--- config.mk ---
export PLATFORM = sky130hd
export DESIGN_NAME = pud_latch_top
export DESIGN_NICKNAME = d
export VERILOG_FILES = /design/src/rtl/pud_latch_pkg.sv /design/src/rtl/pud_ctrl_regs.sv /design/src/rtl/pud_pin_cell.sv /design/src/rtl/pud_latch_top.sv
export SDC_FILE = /design/constraint.sdc
export NUM_CORES = 1
export LEC_CHECK = 0
export BUFFER_PORTS_ARGS = -buffer_cell sky130_fd_sc_hd__buf_2
export CAP_MARGIN = 10
export CORE_MARGIN = 8
export CORE_UTILIZATION = 48
export CTS_CLUSTER_SIZE = 8
export DETAILED_ROUTE_END_ITERATION = 7
export PLACE_DENSITY_LB_ADDON = 0.15
export SLEW_MARGIN = 20
export SYNTH_ARGS = -nofsm -noshare
export SYNTH_HDL_FRONTEND = slang
export SYNTH_SLANG_ARGS = --single-unit
--- constraint.sdc ---
create_clock -name clk -period 1.8 [get_ports clk]
set_input_delay 0.18 -clock clk [delete_from_list [all_inputs] [get_ports clk]]
set_output_delay 0.18 -clock clk [all_outputs]
set_load 0.01 [all_outputs]
--- src/rtl/pud_latch_pkg.sv ---
package pud_latch_pkg;

    typedef enum logic [1:0] {
        PULL_OFF  = 2'd0,
        PULL_DOWN = 2'd1,
        PULL_UP   = 2'd2,
        PULL_RSVD = 2'd3
    } pull_code_t;

    localparam int CTRL_OFS = 'h94;
    localparam int STRB_OFS = 'h98;

    // Reserved code is stored as off so pads never see an undefined setting.
    function automatic pull_code_t fold_code(input pull_code_t c);
        return (c == PULL_RSVD) ? PULL_OFF : c;
    endfunction

    function automatic int strobe_word_ofs(input int bank);
        return STRB_OFS + 4 * bank;
    endfunction

endpackage

--- src/rtl/pud_ctrl_regs.sv ---
module pud_ctrl_regs
    import pud_latch_pkg::*;
#(
    parameter int NUM_PINS     = 54,
    parameter int DATA_W       = 32,
    parameter int ADDR_W       = 8,
    parameter int SETUP_CYCLES = 150
) (
    input  logic                clk,
    input  logic                rst,
    input  logic                wr_en,
    input  logic [ADDR_W-1:0]   wr_addr,
    input  logic [DATA_W-1:0]   wr_data,
    input  logic [ADDR_W-1:0]   rd_addr,
    output logic [DATA_W-1:0]   rd_data,
    output pull_code_t          code_o,
    output logic [NUM_PINS-1:0] rise_o
);
    localparam int BANKS    = (NUM_PINS + DATA_W - 1) / DATA_W;
    localparam int STRB_W   = BANKS * DATA_W;
    localparam int CNT_W    = $clog2(SETUP_CYCLES + 1);
    localparam int STAT_OFS = STRB_OFS + 4 * BANKS;

    pull_code_t          ctrl_q;
    logic [STRB_W-1:0]   strb_q, strb_nx;
    logic [CNT_W-1:0]    cnt_q;
    logic                err_q;
    logic                ctrl_wr;

    assign ctrl_wr = wr_en && (wr_addr == ADDR_W'(CTRL_OFS));

    always_comb begin
        strb_nx = strb_q;
        for (int b = 0; b < BANKS; b++) begin
            if (wr_en && (wr_addr == ADDR_W'(strobe_word_ofs(b))))
                strb_nx[b*DATA_W +: DATA_W] = wr_data;
        end
        for (int i = NUM_PINS; i < STRB_W; i++) strb_nx[i] = 1'b0;
    end

    assign rise_o = strb_nx[NUM_PINS-1:0] & ~strb_q[NUM_PINS-1:0];
    assign code_o = ctrl_q;

    always_ff @(posedge clk) begin
        if (rst) begin
            ctrl_q <= PULL_OFF;
            strb_q <= '0;
            cnt_q  <= '0;
            err_q  <= 1'b0;
        end else begin
            strb_q <= strb_nx;
            if (ctrl_wr) begin
                ctrl_q <= pull_code_t'(wr_data[1:0]);
                cnt_q  <= CNT_W'(SETUP_CYCLES);
            end else if (cnt_q != '0) begin
                cnt_q <= cnt_q - 1'b1;
            end
            if ((|rise_o) && (cnt_q != '0)) err_q <= 1'b1;
        end
    end

    always_comb begin
        rd_data = '0;
        if (rd_addr == ADDR_W'(CTRL_OFS)) rd_data = DATA_W'(ctrl_q);
        if (rd_addr == ADDR_W'(STAT_OFS)) rd_data = DATA_W'(err_q);
        for (int b = 0; b < BANKS; b++) begin
            if (rd_addr == ADDR_W'(strobe_word_ofs(b)))
                rd_data = strb_q[b*DATA_W +: DATA_W];
        end
    end

    a_r8_err_sticky: assert property (@(posedge clk) disable iff (rst)
        err_q |=> err_q);
    a_r8_early_rise_flags: assert property (@(posedge clk) disable iff (rst)
        ((|rise_o) && (cnt_q != '0)) |=> err_q);
    a_r8_window_restart: assert property (@(posedge clk) disable iff (rst)
        ctrl_wr |=> (cnt_q == CNT_W'(SETUP_CYCLES)));
    a_r3_absent_bits_zero: assert property (@(posedge clk) disable iff (rst)
        (strb_q >> NUM_PINS) == '0);

endmodule

--- src/rtl/pud_pin_cell.sv ---
module pud_pin_cell
    import pud_latch_pkg::*;
(
    input  logic       clk,
    input  logic       rst,
    input  logic       strobe_i,
    input  pull_code_t code_i,
    output pull_code_t pull_o
);
    pull_code_t state_q;

    always_ff @(posedge clk) begin
        if (rst)           state_q <= PULL_OFF;
        else if (strobe_i) state_q <= fold_code(code_i);
    end

    assign pull_o = state_q;

    a_r4_capture: assert property (@(posedge clk) disable iff (rst)
        strobe_i |=> (state_q == fold_code($past(code_i))));
    a_r5_hold: assert property (@(posedge clk) disable iff (rst)
        !strobe_i |=> $stable(state_q));
    a_r7_never_reserved: assert property (@(posedge clk) disable iff (rst)
        state_q != PULL_RSVD);

endmodule

--- src/rtl/pud_latch_top.sv ---
module pud_latch_top
    import pud_latch_pkg::*;
#(
    parameter int NUM_PINS     = 54,
    parameter int DATA_W       = 32,
    parameter int ADDR_W       = 8,
    parameter int SETUP_CYCLES = 150
) (
    input  logic                  clk,
    input  logic                  rst,
    input  logic                  wr_en,
    input  logic [ADDR_W-1:0]     wr_addr,
    input  logic [DATA_W-1:0]     wr_data,
    input  logic [ADDR_W-1:0]     rd_addr,
    output logic [DATA_W-1:0]     rd_data,
    output logic [2*NUM_PINS-1:0] pull_o
);
    pull_code_t          code;
    logic [NUM_PINS-1:0] rise;

    pud_ctrl_regs #(
        .NUM_PINS    (NUM_PINS),
        .DATA_W      (DATA_W),
        .ADDR_W      (ADDR_W),
        .SETUP_CYCLES(SETUP_CYCLES)
    ) u_regs (
        .clk    (clk),
        .rst    (rst),
        .wr_en  (wr_en),
        .wr_addr(wr_addr),
        .wr_data(wr_data),
        .rd_addr(rd_addr),
        .rd_data(rd_data),
        .code_o (code),
        .rise_o (rise)
    );

    for (genvar p = 0; p < NUM_PINS; p++) begin : g_pin
        pull_code_t pin_pull;
        pud_pin_cell u_cell (
            .clk     (clk),
            .rst     (rst),
            .strobe_i(rise[p]),
            .code_i  (code),
            .pull_o  (pin_pull)
        );
        assign pull_o[2*p +: 2] = pin_pull;
    end

endmodule

* Word-level counts from Yosys, hierarchy flattened *
Index checks and enable logic that the tools add are counted.

word-level totals
  input bits = 51
  output and inout bits = 140
  word-level logic and storage cells = 87
  flip-flop bits (word level) = 173

cells by class
  multiplexer cells = 9
  bitwise logic cells = 2
  add/subtract/negate cells = 1
  reductions and logical operators = 8
  eq/ne operators = 8

operators with widths
  operator               number
  $mux W32               3
  $eq A8 B8 Y1 const B   7
  $and A54 B54 Y54       1
  $not A54 Y54           1
  $reduce_or A54 Y1      1
  $mux W22               1
  $mux W8                2
  $reduce_bool A8 Y1     1
  $sub A8 B1 Y8 const B  1
  $mux W2                3
  $logic_and A1 B1 Y1    4
  $eq A2 B2 Y1 const B   1
  $reduce_bool A2 Y1     1
  $reduce_or A2 Y1       1

* Logic depth before layout (Yosys ltp) *
Gate-level depths: netlist (run 1).

  depth in word-level cells = 6
  mapped depth = 8
  mapped depth without buffers = 7

* Cells and area by module *
Synthesis (run 1) repeated with hierarchy kept, for this count alone.

second synthesis, totals
  cells, all modules = 927
  area total of the unflattened synthesis = 7,726.2 um^2

modules (own cells, without submodules)
  module         times used  area each (um^2)  seq. area each (um^2)  cells each
  pud_pin_cell   54          77.6              40.0                   8
  pud_ctrl_regs  1           3,537.1           1,301.2                495

* Least setup slack after synthesis (run 1) *
No wires, ideal clock.

  kind = reg2reg
  start point = register u_regs.cnt_q[0]
  end point = register u_regs.err_q
  period minus slack after synthesis = 1.791 ns
  setup time = 0.132 ns
  data required time = 1.668 ns
  slack = 0.009 ns
  stages on the path, launching flop included = 9
  arrival time = 1.658 ns
  path buffers = 1
  cell sequence = dfxtp_1 -> inv_1 -> ha_1 -> or3b_4 -> or3_1 -> buf_6 -> a21oi_2 -> a41o_1 -> a21oi_1

between the ends
  longest elaborated chain between the ends = 2

ends and longest elaborated chain
  item                      RTL line             RTL
  start: declaration        pud_ctrl_regs.sv:26  logic [CNT_W-1:0] cnt_q;
  start signal: assignment  pud_ctrl_regs.sv:54  cnt_q <= CNT_W'(SETUP_CYCLES);
  start signal: assignment  pud_ctrl_regs.sv:56  cnt_q <= cnt_q - 1'b1;
  $reduce_bool A8 Y1        pud_ctrl_regs.sv:58  if ((|rise_o) && (cnt_q != '0)) err_q <= 1'b1;
  $logic_and A1 B1 Y1       pud_ctrl_regs.sv:58
  end signal: assignment    pud_ctrl_regs.sv:49  err_q <= 1'b0;
  end signal: assignment    pud_ctrl_regs.sv:58
  end: declaration          pud_ctrl_regs.sv:27  logic err_q;

Every way passes these cells.
A chain may end at the register's enable or synchronous reset.

* Final worst setup path (run 1) *
  start point = input wr_data[29]
  end point = register u_regs.err_q

between the ends
  longest elaborated chain between the ends = 4

ends and longest elaborated chain
  item                 RTL line             RTL
  start: declaration   pud_latch_top.sv:13  input logic [DATA_W-1:0] wr_data,
  $mux W32             pud_ctrl_regs.sv:35  if (wr_en && (wr_addr == ADDR_W'(strobe_word_ofs(b))))
  $and A54 B54 Y54     pud_ctrl_regs.sv:41  assign rise_o = strb_nx[NUM_PINS-1:0] & ~strb_q[NUM_PINS-1:0];
  $reduce_or A54 Y1    pud_ctrl_regs.sv:58
  $logic_and A1 B1 Y1  pud_ctrl_regs.sv:58

Every way passes these cells.

==> results of run 1 <==
layer usage:
metal	GRT usage [%]	share of wire, %	wire length [µm]
met1	27.9	46	9900
met2	34.4	45	9730
met3	8.05	8.2	1790
met5	0	0	0
met4	5.60	1.2	263
layout make-up:
| type | instances | area (µm²) | area share [%] |
|---|---|---|---|
| antenna | 1 | 2.50 | 0.0264 |
| tap | 188 | 235 | 2.48 |
| clock buffer | 20 | 457 | 4.82 |
| timing repair buffer | 238 | 1430 | 15.1 |
| inverter | 11 | 41.3 | 0.436 |
| multi-input combinational | 623 | 3710 | 39.1 |
| clock inverter | 12 | 139 | 1.47 |
| sequential | 173 | 3460 | 36.5 |
registers in the layout, indices dropped and copies added, names as in the netlist:
| name | flops |
|---|---|
| g_pin.u_cell.pull_o | 108 |
| u_regs.strb_q | 54 |
| u_regs.cnt_q | 8 |
| u_regs.code_o | 2 |
| u_regs.err_q | 1 |
through the flow:
step | hold slack [ns] | std cells | area [µm²] | setup WS [ns] | util, %
6_report | 0.0165 | 1266 | 9480 | 0.0682 | 62.6
5_1_grt | 0.0158 | 1265 | 9480 | 0.0215 | 62.6
4_1_cts | 0.000752 | 1265 | 9470 | 0.0394 | 62.5
3_5_place_dp | 0.435 | 1221 | 8750 | -0.0356 | 57.8
3_3_place_gp | 0.428 | 1221 | 8750 | -0.0135 | 57.8
2_1_floorplan | 0.316 | 863 | 7430 | 0.00948 | -
logic make-up after synthesis:
family	count (synthesis)	synth area share (%)
AND/OR/NAND/NOR	411	26.3
flip-flops	173	46.6
multiplexers	119	16.1
AO/OA/AOI/OAI	89	6.70
buffers and inverters	67	3.86
XOR/XNOR	3	0.354
adder cells (fa/ha/maj)	1	0.168
repair_timing:
item,CTS,global route
endpoints found under the hold margin,12,0
pin swaps,0,1
setup endpoints to repair,1,2
hold buffers,12,0
resized for setup,1,2
power by group through the flow:
stage	registers (mW)	clock network [mW]	logic [mW]
after CTS	3.93	3.75	0.806
after detailed placement	4.02	0	0.763
after global routing	3.94	3.91	0.903
after global placement	4.02	0	0.758
after floorplan	4.01	0	0.498
final	3.94	3.68	0.811
how the worst min path moves through the flow:
stage,startpoint,to,depth (start not counted)
after detailed placement,wr_data[25],u_regs.strb_q[25],3
after floorplan,wr_data[22],u_regs.strb_q[22],2
final,wr_data[19],u_regs.strb_q[19],3
after global placement,wr_data[25],u_regs.strb_q[25],3
after CTS,wr_data[19],u_regs.strb_q[19],3
after global routing,wr_data[13],u_regs.strb_q[13],3
worst register-to-register path: cells and delay by family (launching register included):
kind            cells  cell delay (ns)
flops               1             0.31
fa+ha+maj           1             0.15
compound gates      3             0.31
simple gates        2             0.77
buf+inv             1             0.05
synthesized netlist by cell type, drive strengths merged:
cell type / count
a2111oi: 2
a21oi: 73
a31oi: 2
a41o: 1
and2: 23
and3: 3
and4: 1
and4b: 1
and4bb: 1
buf: 24
clkbuf: 32
dfxtp: 173
ha: 1
inv: 11
mux2: 2
mux2i: 117
nand2: 139
nand2b: 17
nand3: 18
nand4: 5
nand4b: 2
nor2: 135
nor2b: 30
nor3: 10
nor3b: 3
nor4: 6
nor4b: 2
o2111a: 4
o211ai: 1
o21ai: 3
o221ai: 1
o22ai: 2
or2: 5
or3: 9
or3b: 1
xnor2: 2
xor2: 1
==> reports/qor.yml, run 1 <==
global_routing:
  grt_pass1_vias: 6603
  grt_max_degree: 51
  antenna_found_initial: 0
  grt_pass1_wl_um: 34900
  grt_overflow: 0
  grtUsageTotal_pct: 21.9
sta:
  max_freq_ghz: 0.577
  clock_skew_ns: 0.00825
  relSlewSlack_pct: 65.0
  setup_viol: 0
  slew_viol_final: 0
  finalHoldViolCount: 0
  worst_pin_slew_ns: 0.524
  rsz0062_at_grt: "false"
  setup_tns_ns: 0
  min_period_ns: 1.73
  post-route-period-util_pct: 96.2
yosys:
  synthesis.nets: 915
  synth_cell_type_count: 51
  syn_area_per_cell_um2: 8.61
  postSynthCellCount: 863
  netlist.area_leader.share_pct: 46.6
  seq_area_frac_synth_pct: 46.6
  netlist_top_cells_area: "dfxtp_1 (47%), mux2i_1 (16%), nand2_1 (7.0%), nor2_1 (6.7%), a21oi_1 (4.8%)"
  synth_warnings: 0
  yosys.area.top_type: "dfxtp_1"
  synth_area_um2: 7430
  ys_ff_latch: 173
floorplanning:
  initial_utilization_pct: 49.1
  fp.dieH_um: 140
  core_area_um2: 15100
  design.portCount: 191
  dieArea_um2: 19700
  std_cell_rows: 45
  die_w_um: 140
clock_tree:
  cts_tree: "yes"
  cts_buffers: 17
  cts.clk_slew.worst_paths_ns: 0.06
  htree_levels: 4
  post_cts_buffers: 0
  root_buffer: "clkbuf_16"
  cts.sink_count: 173
  cts_buffer_depth: 2
  clk-insertion-delay-late_ns: 0.43
worst_setup_path:
  crit_buf_inv: 2
  worstSetupEndpointType: "flip-flop"
  critPathRequiredTime_ns: 2.10
  cpPeakStageDelay_ns: 0.53
  rr_worst_depth: 7
  critPathLaunch: "wr_data[29]"
  critPathArrivalTime_ns: 2.03
  setup.worst_path.end: "u_regs.err_q"
  worstSetupPathType: "in2reg"
  cp_max_fo: 2
  critPathTopFamily: "compound AO/OA/AOI/OAI gates"
  r2r-end: "u_regs.err_q"
  critical_path_cell_count: 7
  r2r_setup_slack_ns: 0.09
  slowest_stage: "dlygate4sd3_1"
  critical_path.cell_chain: "dlygate4sd3_1 -> buf_2 -> nor2b_1 -> a2111oi_1 -> nand4_1 -> o211ai_1 -> a21oi_1"
  critPathLaunchType: "input pin"
  reg2reg_from: "u_regs.cnt_q[0]"
power_and_ir_drop:
  intPower_mw: 6.41
  power_density_nw_per_um2: 890
  p_sw_share_pct: 23.9
  p_seq_share_pct: 46.7
  power_frac_comb_pct: 9.6
  peakVddDrop_mv: 0.697
  finalPower_mw: 8.43
  clkPwrFrac_pct: 43.7
  p_sw_mw: 2.02
  cellLeakagePower_nw: 4.19
detailed_routing:
  routed_wl_um: 21700
  drt_pass1_iterations: 5
  drt-initial-drc-count: 380
  vias_per_cell: 5.18
  vias: 6552
  wl_per_cell_um: 17.1
  antenna_left: 0
  route.detailed.drc: 0
layout:
  syn_to_final_growth_pct: 27.6
  final_common_cell: "buf_2"
  fillers: 1355
  drive_above_1_share_pct: 26.4
  fin_nets: 1116
  final_cell_mix: "buf_2 (189), dfxtp_1 (173), nand2_1 (139)"
run_status:
  status: "finished, final reports clean"
placed_design:
  gp_congestion: 0.820
  hpwlAfterDp_um: 15600
  io_buffers: 190
worst_hold_path:
  hp-class: "in2reg"
run:
  drv_cap: 0
(Power assumes the default switching activity.)
==> inputs of run 2 (changes only) <==
SYNTH_HIERARCHICAL = 1   (was unset)
==> reports/qor.yml, run 2 <==
run_status:
  status: "finished, final reports clean"
sta:
  rsz0062_at_grt: "false"
  worst_pin_slew_ns: 0.681  # +0.157 ns
  layout_setup_ws_ns: 0.0983  # +0.0301 ns
  setup_viol: 0  # unchanged
  setup_tns_ns: 0  # unchanged
  clock_skew_ns: 0.00813  # -0.000124 ns
  finalHoldViolCount: 0  # unchanged
  slew_viol_final: 0  # unchanged
  min_period_ns: 1.70  # -0.0301 ns
  post-route-period-util_pct: 94.5  # -1.7 points
  relSlewSlack_pct: 53.4  # -12 points
  max_freq_ghz: 0.588  # +1.8%
floorplanning:
  std_cell_rows: 46  # +2.2%
  initial_utilization_pct: 48.8  # -0.25 points
  core_area_um2: 15800  # +4.5%
  fp.dieH_um: 143  # +1.7%
  design.portCount: 191  # unchanged
  die_w_um: 143  # +1.7%
  dieArea_um2: 20400  # +3.5%
layout:
  fin_cells: 1382  # +9.2%
  seq_area_um2: 3470  # +0.22%
  fin_nets: 1205  # +8.0%
  finish.utilization_pct: 62.7  # +0.12 points
  final_common_cell: "buf_2"
  final_cell_mix: "buf_2 (189), dfxtp_1 (171), a21oi_1 (165)"
  largest_reg_flops: 108  # unchanged
  multi_input_area_um2: 4080  # +9.9%
  fillers: 1440  # +6.3%
  syn_to_final_growth_pct: 28.5
  n_antenna_cell: 0  # -1
  drive_above_1_share_pct: 23.3  # -3.0 points
  fin_area_um2: 9920  # +4.7%
worst_setup_path:
  critPathRequiredTime_ns: 2.16  # +0.06 ns
  reg2reg_from: "u_regs/cnt_q[0]"
  critPathLaunchType: "flip-flop"
  critPathArrivalTime_ns: 2.06  # +0.03 ns
  cp_max_fo: 4  # +2
  worstSetupEndpointType: "flip-flop"
  r2r_setup_slack_ns: 0.1  # about the same
  rr_worst_depth: 6  # -1
  r2r-end: "u_regs/cnt_q[1]"
  worstSetupPathType: "reg2reg"
yosys:
  netlist_top_cells_area: "dfxtp_1 (45%), nand2b_1 (11%), a21oi_1 (11%), nand3b_1 (11%), nand2_1 (5.4%)"
  yosys.area.top_type: "dfxtp_1"
  synthesis.nets: 979  # +7.0%
  ys.flop_type: "dfxtp_1"
  synth_common_cells: "dfxtp_1 (173), a21oi_1 (165), nand2b_1 (136)"
  synth_warnings: 6  # +6
  synth_edf_count: 0  # unchanged
  synth_cell_type_count: 46  # -9.8%
  yosysMostFrequentCell: "dfxtp_1"
  postSynth.asyncResetShare_pct: 0  # unchanged
  postSynthCellCount: 927  # +7.4%
  netlist.area_leader.share_pct: 44.8  # -1.8 points
  seq_area_frac_synth_pct: 44.8  # -1.8 points
  synth_area_um2: 7730  # +4.0%
  syn_area_per_cell_um2: 8.33  # -3.2%
  ys_ff_latch: 173  # unchanged
power_and_ir_drop:
  intPower_mw: 6.62  # +3.2%
  power_density_nw_per_um2: 863  # -2.9%
  p_sw_share_pct: 22.7  # -1.2 points
  power_frac_comb_pct: 8.6  # -1.0 points
  clkPwrFrac_pct: 45.5  # +1.8 points
  cellLeakagePower_nw: 3.89  # -7.2%
  p_seq_share_pct: 46.0  # -0.7 points
  peakVddDrop_mv: 0.719  # +3.1%
  p_sw_mw: 1.95  # -3.5%
clock_tree:
  cts.sink_count: 173  # unchanged
  root_buffer: "clkbuf_16"
  cts_buffers: 17  # unchanged
  cts.clk_slew.worst_paths_ns: 0.07  # about the same
  htree_levels: 4  # unchanged
  cts_tree: "yes"
  cts_buffer_depth: 2  # unchanged
  clk-insertion-delay-late_ns: 0.43  # about the same
detailed_routing:
  drt_pass1_iterations: 5  # unchanged
  drt-initial-drc-count: 584  # +54%
  routed_wl_um: 22300  # +3.0%
  wl_per_cell_um: 16.2  # -5.6%
  vias_per_cell: 5.27  # +1.9%
  route.detailed.drc: 0  # unchanged
  vias: 7287  # +11%
  antenna_left: 0  # unchanged
global_routing:
  grt_overflow: 0  # unchanged
  grt_max_degree: 71  # +39%
  antenna_found_initial: 1  # +1
  grt_pass1_wl_um: 35600  # +1.9%
  grtUsageTotal_pct: 21.7  # -0.23 points
  grt_pass1_vias: 6922  # +4.8%
placed_design:
  hpwlAfterDp_um: 15700  # +0.61%
  io_buffers: 190  # unchanged
  placed_cell_area_um2: 9190  # +5.1%
  pre_cts_ws_ns: -0.0751  # -0.0395 ns
  dp.cells: 1341  # +9.8%
  gp_congestion: 0.819  # -0.16%
run:
  drv_cap: 0  # unchanged
worst_hold_path:
  hp-class: "in2reg"
  hp-start: "wr_data[8]"
  worst_hold_path.endpoint: "u_regs/strb_q[40]"
  whs_path_depth: 3  # unchanged
run 2: changes by cell type after synthesis, moves of 11 or more:
cell | previous run | this run
a21oi_1 | 72 | 165
clkbuf_1 | 31 | 20
nor2_1 | 133 | 56
and2_1 | 23 | 10
nor2b_1 | 30 | 3
nand2_1 | 139 | 111
nor3_1 | 7 | 26
nand3_1 | 18 | 3
mux2i_1 | 117 | 21
nand2b_1 | 17 | 136
inv_1 | 11 | 22
nand3b_1 | 0 | 109
run 2: worst max-delay path, stage by stage, from the launching register on:
cell     delay (ns)
dfxtp_1        0.33
inv_2          0.07
ha_2           0.17
or3b_4         0.39
nor3_4         0.18
mux2_2         0.36
a21oi_1        0.13
run 2: cell families after synthesis:
family	Yosys count	share of synthesized area (%)
AOI/OAI and AO/OA	192	13.2
adders and majority gates	1	0.162
xor gates and xnor gates	3	0.340
buffers and inverters	51	2.61
DFF	173	44.8
and+or+nand+nor	484	35.8
muxes	23	3.01
run 2: stage by stage:
stage / power, mW / hold slack (ns)
6_report: 8.57 / 0.0153
5_1_grt: 8.90 / 0.00548
4_1_cts: 8.64 / 0.000366
3_5_place_dp: 4.73 / 0.443
3_3_place_gp: 4.72 / 0.438
2_1_floorplan: 4.44 / 0.249
run 2: layer usage:
layer,GRT usage (%),vias up,wire [µm],part of all wire (%)
li1,-,3659,-,-
met3,5.38,23,1190,5.3
met4,6.32,2,290,1.3
met1,27.6,3422,10200,46
met2,35.6,181,10600,48
met5,0,-,8,0.036
run 2: power groups by stage:
stage | clock (mW) | sequential [mW] | combinational [mW]
3_3_place_gp | 0 | 4.02 | 0.697
4_1_cts | 3.97 | 3.94 | 0.733
6_report | 3.90 | 3.94 | 0.734
2_1_floorplan | 0 | 4.01 | 0.428
5_1_grt | 4.15 | 3.94 | 0.799
3_5_place_dp | 0 | 4.02 | 0.705
run 2: what timing repair did:
| item | CTS | global route |
|---|---|---|
| resized for setup | 1 | 5 |
| endpoints found under the hold margin | 9 | 1 |
| endpoints found under the setup margin | 2 | 34 |
| hold buffers | 8 | 1 |
| buffers inserted | 0 | 0 |
| pin swaps | 1 | 1 |
run 2: final cells by class:
type                            instances  share of cell area, %
Clock buffer                           23                   5.02
Clock inverter                          9                   1.31
Inverter                               22                  0.832
Multi-Input combinational cell        703                   41.1
Sequential cell                       173                   35.0
Tap cell                              216                   2.72
Timing Repair Buffer                  236                   14.1
run 2: how the worst max path moves through the flow:
stage                          from  depth (start not counted)                    endpoint  slack [ns]
floorplan           u_regs/cnt_q[0]                          6             u_regs/cnt_q[1]       0.006
global placement         wr_addr[5]                          8  g_pin[36].u_cell/pull_o[0]       0.002
detailed placement       wr_addr[5]                          7  g_pin[41].u_cell/pull_o[1]       -0.08
CTS                      rd_addr[1]                          7                  rd_data[4]        0.01
global route        u_regs/cnt_q[0]                          7                u_regs/err_q        0.02
finish              u_regs/cnt_q[0]                          6             u_regs/cnt_q[1]         0.1
